==> src/rtl/cs_port_pkg.sv <==
package cs_port_pkg;

  localparam int CFG_W    = 2;
  localparam int ARB_NONE = 0;
  localparam int ARB_IN   = 1;
  localparam int ARB_OUT  = 2;

  typedef enum logic [1:0] {
    ROLE_GPIO,
    ROLE_CS,
    ROLE_ARB_IN,
    ROLE_ARB_OUT
  } pin_role_e;

  // Number of low pins handed to chip-select duty for a strap code.
  function automatic int cs_count(input logic [CFG_W-1:0] code);
    case (code)
      2'b10:   return 0;
      2'b01:   return 2;
      2'b00:   return 3;
      default: return 5;
    endcase
  endfunction

endpackage

==> src/rtl/cs_strap_latch.sv <==
module cs_strap_latch #(
  parameter int W = 2
) (
  input  logic         clk,
  input  logic         rst_n,
  input  logic [W-1:0] strap,
  output logic [W-1:0] code
);
  // Captured on every edge while reset is held, frozen afterwards.
  always_ff @(posedge clk) begin
    if (!rst_n) code <= strap;
  end

  a_r1_code_frozen: assert property (@(posedge clk) disable iff (!rst_n)
    rst_n |=> $stable(code));
endmodule

==> src/rtl/cs_sync.sv <==
module cs_sync #(
  parameter int STAGES = 2
) (
  input  logic clk,
  input  logic rst_n,
  input  logic d,
  output logic q
);
  logic [STAGES-1:0] chain;

  always_ff @(posedge clk) begin
    if (!rst_n) chain <= '0;
    else        chain <= {chain[STAGES-2:0], d};
  end

  assign q = chain[STAGES-1];
endmodule

==> src/rtl/cs_pin_cell.sv <==
module cs_pin_cell
  import cs_port_pkg::*;
#(
  parameter bit CS_CAP   = 1'b0,
  parameter int ARB_KIND = ARB_NONE
) (
  input  logic cs_sel,
  input  logic arb_en,
  input  logic alt_val,
  input  logic gp_data,
  input  logic gp_dir,
  input  logic pwr_down,
  input  logic pd_keep,
  output logic pad_out,
  output logic pad_oe
);
  pin_role_e role;
  logic      oe_raw;

  always_comb begin
    if (CS_CAP && cs_sel)                       role = ROLE_CS;
    else if (ARB_KIND == ARB_IN  && arb_en)     role = ROLE_ARB_IN;
    else if (ARB_KIND == ARB_OUT && arb_en)     role = ROLE_ARB_OUT;
    else                                        role = ROLE_GPIO;
  end

  always_comb begin
    case (role)
      ROLE_CS:      begin pad_out = alt_val; oe_raw = 1'b1;   end
      ROLE_ARB_IN:  begin pad_out = 1'b0;    oe_raw = 1'b0;   end
      ROLE_ARB_OUT: begin pad_out = alt_val; oe_raw = 1'b1;   end
      default:      begin pad_out = gp_data; oe_raw = gp_dir; end
    endcase
  end

  // Power-down gating: keep bit 0 tri-states the driver.
  assign pad_oe = oe_raw & (~pwr_down | pd_keep);
endmodule

==> src/rtl/cs_port_mux.sv <==
module cs_port_mux
  import cs_port_pkg::*;
#(
  parameter int NUM_PINS    = 8,
  parameter int NUM_CS      = 5,
  parameter int ARB_BASE    = 5,
  parameter int SYNC_STAGES = 2,
  parameter int ADDR_W      = 3
) (
  input  logic                clk,
  input  logic                rst_n,
  input  logic [CFG_W-1:0]    strap_cfg,
  input  logic                wr_en,
  input  logic [ADDR_W-1:0]   addr,
  input  logic [NUM_PINS-1:0] wr_data,
  output logic [NUM_PINS-1:0] rd_data,
  input  logic [NUM_CS-1:0]   cs_in,
  input  logic                hlda_in,
  input  logic                breq_in,
  input  logic                arb_en,
  output logic                hold_req,
  input  logic                pwr_down,
  input  logic [NUM_PINS-1:0] pad_in,
  output logic [NUM_PINS-1:0] pad_out,
  output logic [NUM_PINS-1:0] pad_oe
);
  localparam logic [ADDR_W-1:0] A_DATA = ADDR_W'(0);
  localparam logic [ADDR_W-1:0] A_DIR  = ADDR_W'(1);
  localparam logic [ADDR_W-1:0] A_PDEN = ADDR_W'(2);
  localparam logic [ADDR_W-1:0] A_PINS = ADDR_W'(3);
  localparam logic [ADDR_W-1:0] A_CFG  = ADDR_W'(4);

  logic [CFG_W-1:0]    cfg_q;
  logic [NUM_PINS-1:0] data_q, dir_q, pden_q;
  logic [NUM_PINS-1:0] cs_mask, alt_bit;
  logic                hold_sync;

  cs_strap_latch #(.W(CFG_W)) u_strap (
    .clk(clk), .rst_n(rst_n), .strap(strap_cfg), .code(cfg_q)
  );

  cs_sync #(.STAGES(SYNC_STAGES)) u_hold_sync (
    .clk(clk), .rst_n(rst_n), .d(pad_in[ARB_BASE]), .q(hold_sync)
  );
  assign hold_req = arb_en & hold_sync;

  always_ff @(posedge clk) begin
    if (!rst_n) begin
      data_q <= '0;
      dir_q  <= '0;
      pden_q <= '0;
    end else if (wr_en) begin
      case (addr)
        A_DATA:  data_q <= wr_data;
        A_DIR:   dir_q  <= wr_data;
        A_PDEN:  pden_q <= wr_data;
        default: ;
      endcase
    end
  end

  always_comb begin
    case (addr)
      A_DATA:  rd_data = data_q;
      A_DIR:   rd_data = dir_q;
      A_PDEN:  rd_data = pden_q;
      A_PINS:  rd_data = pad_in;
      A_CFG:   rd_data = {{(NUM_PINS-CFG_W){1'b0}}, cfg_q};
      default: rd_data = '0;
    endcase
  end

  for (genvar i = 0; i < NUM_PINS; i++) begin : g_pin
    localparam bit CS_CAP = (i < NUM_CS);
    localparam int KIND   = (i == ARB_BASE) ? ARB_IN :
                            ((i == ARB_BASE + 1) || (i == ARB_BASE + 2)) ? ARB_OUT :
                            ARB_NONE;

    assign cs_mask[i] = CS_CAP && (cs_count(cfg_q) > i);

    if (i < NUM_CS) begin : g_cs
      assign alt_bit[i] = cs_in[i];
    end else if (i == ARB_BASE + 1) begin : g_hlda
      assign alt_bit[i] = hlda_in;
    end else if (i == ARB_BASE + 2) begin : g_breq
      assign alt_bit[i] = breq_in;
    end else begin : g_none
      assign alt_bit[i] = 1'b0;
    end

    cs_pin_cell #(.CS_CAP(CS_CAP), .ARB_KIND(KIND)) u_cell (
      .cs_sel  (cs_mask[i]),
      .arb_en  (arb_en),
      .alt_val (alt_bit[i]),
      .gp_data (data_q[i]),
      .gp_dir  (dir_q[i]),
      .pwr_down(pwr_down),
      .pd_keep (pden_q[i]),
      .pad_out (pad_out[i]),
      .pad_oe  (pad_oe[i])
    );
  end

  a_r3_cs_enable_forced: assert property (@(posedge clk) disable iff (!rst_n)
    !pwr_down |-> ((pad_oe & cs_mask) == cs_mask));

  a_r8_pd_tristate: assert property (@(posedge clk) disable iff (!rst_n)
    pwr_down |-> ((pad_oe & ~pden_q) == '0));

  a_r5_hold_pin_input: assert property (@(posedge clk) disable iff (!rst_n)
    arb_en |-> !pad_oe[ARB_BASE]);

  a_r6_hold_gated: assert property (@(posedge clk) disable iff (!rst_n)
    !arb_en |-> !hold_req);

  a_r10_cfg_readback: assert property (@(posedge clk) disable iff (!rst_n)
    (addr == A_CFG) |-> (rd_data[NUM_PINS-1:CFG_W] == '0));
endmodule

==> config.mk <==
export PLATFORM = sky130hd
export DESIGN_NAME = cs_port_mux
export DESIGN_NICKNAME = d
export VERILOG_FILES = /design/src/rtl/cs_port_pkg.sv /design/src/rtl/cs_strap_latch.sv /design/src/rtl/cs_sync.sv /design/src/rtl/cs_pin_cell.sv /design/src/rtl/cs_port_mux.sv
export SDC_FILE = /design/constraint.sdc
export NUM_CORES = 1
export LEC_CHECK = 0
export BUFFER_PORTS_ARGS = -buffer_cell sky130_fd_sc_hd__buf_2
export CORE_MARGIN = 2
export CORE_UTILIZATION = 50
export CTS_CLUSTER_DIAMETER = 60
export CTS_CLUSTER_SIZE = 28
export DETAILED_ROUTE_END_ITERATION = 8
export PLACE_DENSITY = 0.8
export SYNTH_ARGS = -nofsm -noshare
export SYNTH_HDL_FRONTEND = slang
export SYNTH_SLANG_ARGS = --single-unit
==> constraint.sdc <==
create_clock -name clk -period 2.4 [get_ports clk]
set_clock_uncertainty 0.15 [all_clocks]
set_input_delay 0.24 -clock clk [delete_from_list [all_inputs] [get_ports clk]]
set_output_delay 0.24 -clock clk [all_outputs]
set_load 0.01 [all_outputs]
== Word-level counts from Yosys, hierarchy flattened ==
Cells that the tools add are included.
Word-level totals
  output and inout port bits: 25
  flip-flop bits (word level): 28
  input port bits: 33
Operators by class
  eq/ne operators: 27
  bitwise gates (word level): 18
  reduce and logical (&&, ||, !) cells: 13
  muxes and demuxes: 25
  $lt $le $gt $ge: 5
Operators with widths (count)
  32-bit by 3-bit > comparator with 1-bit output (second input constant): 2
  8-bit case mux with 5 select lines: 1
  32-bit by 1-bit > comparator with 1-bit output (second input constant): 1
  32-bit by 2-bit > comparator with 1-bit output (second input constant): 1
  32-bit by 4-bit > comparator with 1-bit output (second input constant): 1
  2-bit equality test (second input constant): 15
  1-bit case mux with 2 select lines: 15
  2-bit by 1-bit equality test with 1-bit output (second input constant): 8
  2-bit OR reduction: 7
  1-bit bitwise AND: 9
  3-bit case mux with 3 select lines: 1
  1-bit bitwise OR: 8
  3-bit by 2-bit equality test with 1-bit output (second input constant): 2
  1-bit two-way mux: 6
  2-bit AND reduction: 3
  2-bit two-way mux: 2
  3-bit by 1-bit equality test with 1-bit output (second input constant): 1
  3-bit equality test (second input constant): 1
  3-bit zero test: 1
  3-bit OR reduction: 1
  2-bit zero test: 1
  1-bit inverter: 1

== Logic depth before layout (Yosys ltp) ==
Gate-level depths: netlist of run 1.
  depth after elaboration: 8
  mapped depth: 5

== Hierarchy ==
Synthesis of run 1 repeated with hierarchy kept, for this count alone.
Unflattened totals
  cells, all modules: 158
  area, all modules: 1614.0 um^2
Modules (own cells, without submodules)
  cs_port_mux: area an instance 1272.5 um^2, cells an instance 120, times used 1
  cs_pin_cell at g_pin[0].u_cell ...: area an instance 27.5 um^2, cells an instance 4, times used 7
  cs_strap_latch: area an instance 63.8 um^2, cells an instance 3, times used 1
  cs_sync: area an instance 52.6 um^2, cells an instance 4, times used 1
  cs_pin_cell at g_pin[5].u_cell: area an instance 32.5 um^2, cells an instance 3, times used 1

== Worst setup path after synthesis of run 1 ==
Ideal clock, no wire load.
  path kind: register to output
  start: reg u_strap.code[1]
  end: out pad_out[2]
  cell stages (with the launch flop): 4
  arrival time: 1.150 ns
  path slack: 0.860 ns
  required time: 2.010 ns
  cell sequence: edfxtp_1 > ha_1 > mux2_2 > buf_4
On the way
  cells in the longest elaborated chain, start to end: 7
  elaborated cells between the ends (all ways): 11
  those cells by class: order compare (1); eq/ne (5); mux (3); reduce/logical (2)
RTL lines
  start: declaration: line cs_strap_latch.sv:7  | output logic [W-1:0] code
  start signal: assignment: line cs_strap_latch.sv:11  | if (!rst_n) code <= strap;
  2-bit by 1-bit equality test with 1-bit output (tied with other cells): line cs_port_pkg.sv:17  | case (code)
  3-bit case mux with 3 select lines (*): line cs_port_pkg.sv:17
  32-bit by 3-bit > comparator with 1-bit output (*): line cs_port_mux.sv:79  | assign cs_mask[i] = CS_CAP && (cs_count(cfg_q) > i);
  1-bit two-way mux (*): line cs_pin_cell.sv:21  | if (CS_CAP && cs_sel) role = ROLE_CS;
  2-bit by 1-bit equality test with 1-bit output or 2-bit equality test (tied branches): line cs_pin_cell.sv:28  | case (role)
  2-bit OR reduction (no line)
  1-bit case mux with 2 select lines (*): line cs_pin_cell.sv:28
  end: declaration: line cs_port_mux.sv:24  | output logic [NUM_PINS-1:0] pad_out,
Every way passes the cells marked *; elsewhere a longest branch is shown, timed or not.

== Final worst setup path of run 1 ==
  start: in pad_in[5]
  end: out rd_data[5]
On the way
  cells in the longest elaborated chain, start to end: 1
RTL lines
  start: declaration: line cs_port_mux.sv:23  | input logic [NUM_PINS-1:0] pad_in,
  8-bit case mux with 5 select lines: line cs_port_mux.sv:63  | case (addr)
  end: declaration: line cs_port_mux.sv:16  | output logic [NUM_PINS-1:0] rd_data,
Every way passes these cells.

==> run summary, run 1 <==
Utilization of the core after routing -> 62.7%
Portion of the post-synthesis area used by sequential elements -> 34.8%
Most common library cells after synthesis -> sky130_fd_sc_hd__dfxtp_1, sky130_fd_sc_hd__nor2_1, sky130_fd_sc_hd__mux2i_1
Total Power Consumption -> 979 uW
Endpoint type of the worst setup path -> output port
Outcome -> completed
Ratio of final minimum period to clock period -> 86.2%
Required time at the worst-slack endpoint -> 2.01 ns
Count of unique library cells instantiated by Yosys -> 26
Core Footprint -> 0.00310 mm^2
DRC -> 0
Net switching power -> 238 uW
Logic gate share of total power -> 17.9%
Share of total power consumed by net switching -> 24.3%
Antenna Nets Post-Route -> 0
Latest clock arrival within the worst-skew pair -> 0.32 ns
Finished Cell Area -> 0.00195 mm^2
Starting density of the core -> 53.8%
Setup WS pre-CTS -> 0.566 ns
Number of core rows -> 20
Share of final-layout standard cells stronger than drive strength 1 -> 32.4%
Clock Tree Buf Depth -> 2
Final Wtd Congestion -> 0.760
CTS clock-pin slew for the worst setup and hold paths -> 0.15 ns
Placement Cell Area -> 0.00182 mm^2
Pin slew with the least headroom to its limit -> 0.573 ns
Maximum number of pins on one net before global-route repair -> 27
Worst vdd rail ir drop -> 248 uV
Final setup vio count -> 0
Number of CTS-inserted buffers -> 3
Startpoint Class -> primary input
GRT Overall Usage -> 19.8%
Clock tree from TritonCTS -> done
DP Wirelength -> 2570 um
Yosys top cell area share -> 31.2%
Maximum fanout along the worst path -> 2
FF+latch count, synth -> 28
Clock Root Buffer -> sky130_fd_sc_hd__clkbuf_4
I/O pins -> 58
Global routing usage on met3 -> 2.48%
Maxcap violations -> 0
Fraction of synthesis flops using an asynchronous set or reset pin -> 0%
Critical path class -> in2out
Number of global-route vias before repair -> 1,224
Leakage power total -> 0.000865 uW
Power density relative to cell area -> 503 mW/mm^2
F_max -> 483 MHz
Proportion of power drawn by flip-flops and latches -> 50.3%
First-pass GRT wire length -> 5510 um
Fraction of power consumed by the clock network -> 31.8%
DIE HEIGHT -> 61.8 um
Cells after Synth -> 173
Port Buffers -> 57
Sink Count -> 28
Setup slack of the critical path after layout -> 0.332 ns
Horiz. Die Dim -> 61.8 um
Number of nets produced by synthesis -> 208
Cell taking the most area after synthesis -> sky130_fd_sc_hd__dfxtp_1
Routing usage on met1 -> 24.3%
CP arrival -> 1.68 ns
Final-layout setup total negative slack -> 0 ns
Main flop type after synthesis -> sky130_fd_sc_hd__dfxtp_1
Unrepaired setup endpoints after global routing -> no
Global routing's busiest layer -> met2
Worst min path class -> in2reg
Global routing met2 resource utilization -> 36.7%
Number of enable flip-flop cells after synthesis -> 2
Int Pwr -> 741 uW
Number of levels in the clock H-tree -> 1
Biggest area contributors in the synthesized netlist -> sky130_fd_sc_hd__dfxtp_1, sky130_fd_sc_hd__mux4_1, sky130_fd_sc_hd__mux2i_1, sky130_fd_sc_hd__buf_4, sky130_fd_sc_hd__nor2_1
Overflow left after global routing -> 0
Floorplan die area -> 0.00382 mm^2
Most frequently used cell type in the post-synthesis netlist -> sky130_fd_sc_hd__dfxtp_1
Count of cells resized by post-cts repair -> 0
Detailed-routing iteration count for the pre-antenna-repair pass -> 4
Initial DRC count -> 46
Number of warnings reported in the yosys synthesis log -> 0
Fill cells -> 282
Slew Viols, Final -> 0
Synthesis-to-finish area growth -> 16.6%
WL/cell -> 14.0 um
Via-per-instance ratio -> 5.19
Number of hold violations in the final report -> 0
Final min period -> 2.07 ns
Final layout net count -> 252
Number of antenna violations at the first check in global routing -> 0
Netlist area before placement -> 0.00167 mm^2
Max-Slew Margin vs Limit -> 61.7%
Inserted Diodes -> 0
Final routed wirelength across all metal layers -> 3640 um
Average cell area after synthesis -> 9.65 um^2
Vias post-DR -> 1,349
## metrics by stage
step / hold slack, ns / instances
2_1_floorplan: 0.189 / 173
5_1_grt: 0.00582 / 260
4_1_cts: 0.00000508 / 260
6_report: 0.00751 / 260
3_5_place_dp: 0.270 / 249
3_3_place_gp: 0.268 / 249
## registers in the layout, indices dropped and copies added, names as in the netlist
signal	cells
u_strap.code	2
data_q	8
pden_q	8
u_hold_sync.chain	2
dir_q	8
## cell type report
type	count	area (um^2)	share of cell area, %
timing repair buffer	64	355	18.3
multi-input combinational	108	858	44.1
clock inverter	1	30.0	1.54
clock buffer	3	22.5	1.16
inverter	12	45.0	2.31
sequential	28	581	29.8
tap	44	55.1	2.83
## worst paths after layout
check,start,endpoint,slack (ns),depth (start not counted)
setup / recovery,pad_in[5],rd_data[5],0.33,5
hold / removal,wr_data[5],data_q[5],0.008,3
setup reg to reg,pden_q[3],pden_q[3],1.57,2
hold reg to reg,data_q[2],data_q[2],0.33,2
## routing by layer
metal | vias up | routed length, um | part of all wire [%]
li1 | 663 | - | -
met1 | 646 | 1570 | 43
met2 | 38 | 1920 | 53
met3 | 2 | 142 | 3.9
met4 | 0 | 16 | 0.44
met5 | - | 0 | 0
## worst max-delay path, stage by stage
cell                            delay, ns
sky130_fd_sc_hd__dlygate4sd3_1       0.54
sky130_fd_sc_hd__buf_2               0.13
sky130_fd_sc_hd__mux4_1              0.46
sky130_fd_sc_hd__nor2b_1             0.16
sky130_fd_sc_hd__buf_2               0.15
## power by group through the flow
stage | registers, uW | logic, uW | clock network [uW]
finish | 492 | 175 | 312
global route | 494 | 192 | 331
CTS | 492 | 176 | 317
detailed placement | 502 | 167 | 0
global placement | 502 | 163 | 0
floorplan | 500 | 125 | 0
## cell usage in the layout (no fill, tap or decap), types with 2 or more instances in the layout
cell                             n
sky130_fd_sc_hd__edfxtp_1        2
sky130_fd_sc_hd__nand2_1        16
sky130_fd_sc_hd__and2_1          3
sky130_fd_sc_hd__nor2b_1         8
sky130_fd_sc_hd__mux2i_1        18
sky130_fd_sc_hd__clkbuf_4        3
sky130_fd_sc_hd__nor2_1         22
sky130_fd_sc_hd__dfxtp_1        26
sky130_fd_sc_hd__buf_2          57
sky130_fd_sc_hd__inv_1          11
sky130_fd_sc_hd__mux2_2          7
sky130_fd_sc_hd__and4bb_1        2
sky130_fd_sc_hd__ha_1            2
sky130_fd_sc_hd__dlygate4sd3_1   7
sky130_fd_sc_hd__nor3b_1         2
sky130_fd_sc_hd__mux4_1          7
sky130_fd_sc_hd__a22oi_1         2
sky130_fd_sc_hd__a21oi_1        13
## logic make-up after synthesis
| group | after synthesis | synth area share (%) |
|---|---|---|
| flops | 28 | 34.8 |
| simple gates | 57 | 17.7 |
| fa+ha+maj | 2 | 1.50 |
| compound gates | 17 | 5.70 |
| buf+inv | 37 | 13.8 |
| mux | 32 | 26.5 |
## what timing repair did
action                    4_1_cts  5_1_grt
buffers inserted                0        0
hold buffers                    7        0
hold endpoints to repair        6        0
(Power assumes the default switching activity.)
==> inputs of run 2 (changes only) <==
- CORE_UTILIZATION: 50 -> 53
- CTS_CLUSTER_SIZE: 28 -> 25
- PLACE_DENSITY: 0.8 -> 0.84
- clock period: 2.4 -> 2.7 ns (I/O delays scaled with it)
==> run 2 against run 1 <==
Effect of this change: register-to-register slack gained 0.33 ns; final cell count decreased by 1.5%; die area decreased by 5.3%; non-clock buffer count fell by 4; clock power fell by 44%; first-iteration DRC count is the same; utilization decreased by 0.63 points; via count is 5.5% lower; global-route usage shrank 0.47 points; sequential share of layout area rose by 1.1 points; largest cell class unchanged.
==> run summary, run 2 (same netlist as run 1, synthesis figures left out) <==
Commonest non-fill, non-tap cells in the layout -> sky130_fd_sc_hd__buf_2, sky130_fd_sc_hd__dfxtp_1, sky130_fd_sc_hd__nor2_1
Max-Slew Margin vs Limit -> 63.0% (+1.3 points)
Clock tree from TritonCTS -> done
DP Wirelength -> 2390 um (-7.0%)
Final Wtd Congestion -> 0.780 (+2.6%)
Maximum fanout along the worst path -> 2 (unchanged)
Number of global-route vias before repair -> 1,149 (-6.1%)
Most frequent standard cell in the layout excluding fill and tap cells -> sky130_fd_sc_hd__buf_2
Outcome -> completed
Worst flop-to-flop path endpoint -> dir_q[0]
Logic gate share of total power -> 19.6% (+1.7 points)
F_max -> 479 MHz
Share of total power consumed by net switching -> 26.0% (+1.7 points)
Register-to-Register Setup Slack -> 1.90 ns (+0.33 ns)
Proportion of power drawn by flip-flops and latches -> 57.6% (+7.3 points)
Fill cells -> 274 (-2.8%)
Final layout net count -> 248 (-1.6%)
Required time at the worst-slack endpoint -> 2.28 ns (+0.27 ns)
Length of routed met3 wiring -> 124 um (-13%)
Number of levels in the clock H-tree -> 1 (unchanged)
Final setup vio count -> 0 (unchanged)
DIE HEIGHT -> 60.1 um (-2.7%)
CTS clock-pin slew for the worst setup and hold paths -> 0.15 ns (about the same)
Worst vdd rail ir drop -> 201 uV (-19%)
Via-per-instance ratio -> 4.98 (-4.0%)
First-pass GRT wire length -> 5190 um (-5.8%)
GRT Overall Usage -> 19.3% (-0.47 points)
Number of post-CTS setup repair buffers -> 0 (unchanged)
Synthesis-to-finish area growth -> 12.7%
Initial DRC count -> 46 (unchanged)
Number of core rows -> 20 (unchanged)
Startpoint Class -> primary input
Vias post-DR -> 1,275 (-5.5%)
Clock Root Buffer -> sky130_fd_sc_hd__clkbuf_4
Placed cell count -> 249 (unchanged)
WL/cell -> 13.0 um (-6.9%)
Net switching power -> 198 uW (-17%)
Worst min path class -> in2reg
Port Buffers -> 57 (unchanged)
Number of CTS-inserted buffers -> 3 (unchanged)
Hold-fix buffer count after cts -> 2 (-5)
Count of cells resized by post-cts repair -> 0 (unchanged)
Non-filler instance count after layout -> 256 (-1.5%)
Leading registers by flop count -> data_q: 8 flops, dir_q: 8 flops, pden_q: 8 flops
Number of hold violations in the final report -> 0 (unchanged)
Depth of the worst register-to-register path -> 2 (unchanged)
Endpoint type of the worst setup path -> output port
Unrepaired setup endpoints after global routing -> no
Highest routing layer actually used -> met4
Start point of the worst min-delay path -> wr_data[4]
Share of final-layout standard cells stronger than drive strength 1 -> 32.5% (+0.14 points)
Int Pwr -> 562 uW (-24%)
Launching point of the worst reg2reg path -> dir_q[0]
Fraction of power consumed by the clock network -> 22.9% (-8.9 points)
Maxcap violations -> 0 (unchanged)
Power density relative to cell area -> 404 mW/mm^2 (-20%)
Inserted Diodes -> 0 (unchanged)
Floorplan die area -> 0.00361 mm^2 (-5.3%)
Total Power Consumption -> 760 uW (-22%)
FF+latch area -> 581 um^2 (unchanged)
Final min period -> 2.09 ns
Critical path class -> in2out
Pin slew with the least headroom to its limit -> 0.555 ns (-0.0172 ns)
Sink Count -> 28 (unchanged)
Antenna Nets Post-Route -> 0 (unchanged)
WHS Path Cells -> 3 (unchanged)
Clock Tree Buf Depth -> 2 (unchanged)
Core Footprint -> 0.00303 mm^2 (-2.4%)
Horiz. Die Dim -> 60.1 um (-2.7%)
Ratio of final minimum period to clock period -> 77.3%
DRC -> 0 (unchanged)
Leakage power total -> 0.000834 uW (-3.6%)
I/O pins -> 58 (unchanged)
Endpoint of the worst hold path -> data_q[4]
Slew Viols, Final -> 0 (unchanged)
Detailed-routing iteration count for the pre-antenna-repair pass -> 4 (unchanged)
Latest clock arrival within the worst-skew pair -> 0.32 ns (about the same)
Overflow left after global routing -> 0 (unchanged)
Met2 routed WL -> 1740 um (-9.1%)
Starting density of the core -> 55.1% (+1.3 points)
Final routed wirelength across all metal layers -> 3340 um (-8.3%)
Final-layout setup total negative slack -> 0 ns (unchanged)
Multi-input gate area -> 858 um^2 (unchanged)
CP arrival -> 1.67 ns (about the same)
Number of antenna violations at the first check in global routing -> 0 (unchanged)
Maximum number of pins on one net before global-route repair -> 27 (unchanged)
M1 WL -> 1430 um (-8.6%)
run 2: cell count changes in the layout (fill, tap and decap cells not counted):
cell,change
sky130_fd_sc_hd__dlygate4sd3_1,-4
sky130_fd_sc_hd__bufinv_16,-1
sky130_fd_sc_hd__clkbuf_1,+1
run 2: critical path: stages:
cell	delay [ns]
sky130_fd_sc_hd__dlygate4sd3_1	0.54
sky130_fd_sc_hd__buf_2	0.13
sky130_fd_sc_hd__mux4_1	0.45
sky130_fd_sc_hd__nor2b_1	0.14
sky130_fd_sc_hd__buf_2	0.15
run 2: routing by layer:
layer | GRT usage [%] | vias to the layer above
met4 | 8.57 | 0
met5 | 0 | -
li1 | - | 654
met1 | 24.4 | 582
met3 | 1.95 | 4
met2 | 32.9 | 35
run 2: worst max path at each step:
stage	start	to	slack, ns	depth (start not counted)
floorplan	u_strap.code[1]	pad_out[2]	1.13	3
global placement	addr[1]	rd_data[0]	0.82	5
detailed placement	addr[1]	rd_data[0]	0.80	5
global route	u_strap.code[0]	pad_out[1]	0.58	4
CTS	u_strap.code[0]	pad_out[1]	0.67	4
finish	pad_in[5]	rd_data[5]	0.61	5
run 2: per-stage QoR:
stage                     instance area (um^2)  utilization [%]  setup WS, ns  hold WS, ns
after CTS                                 1870             61.8         0.669      0.00443
after global routing                      1880             62.1         0.575       0.0270
after floorplan                           1670                -          1.13        0.219
after global placement                    1820             60.2         0.824        0.268
after detailed placement                  1820             60.2         0.799        0.276
final                                     1880             62.1         0.613       0.0363
run 2: power groups by stage:
| stage | combinational (uW) | sequential (uW) | clock (uW) |
|---|---|---|---|
| 6_report | 149 | 438 | 174 |
| 5_1_grt | 164 | 440 | 200 |
| 4_1_cts | 149 | 438 | 180 |
| 3_5_place_dp | 146 | 447 | 0 |
| 3_3_place_gp | 145 | 446 | 0 |
| 2_1_floorplan | 112 | 444 | 0 |
run 2: layout make-up:
type	count	area share, %
Multi-Input combinational cell	108	45.6
Sequential cell	28	30.9
Timing Repair Buffer	60	16.8
Tap cell	44	2.93
Inverter	12	2.40
Clock buffer	4	1.40
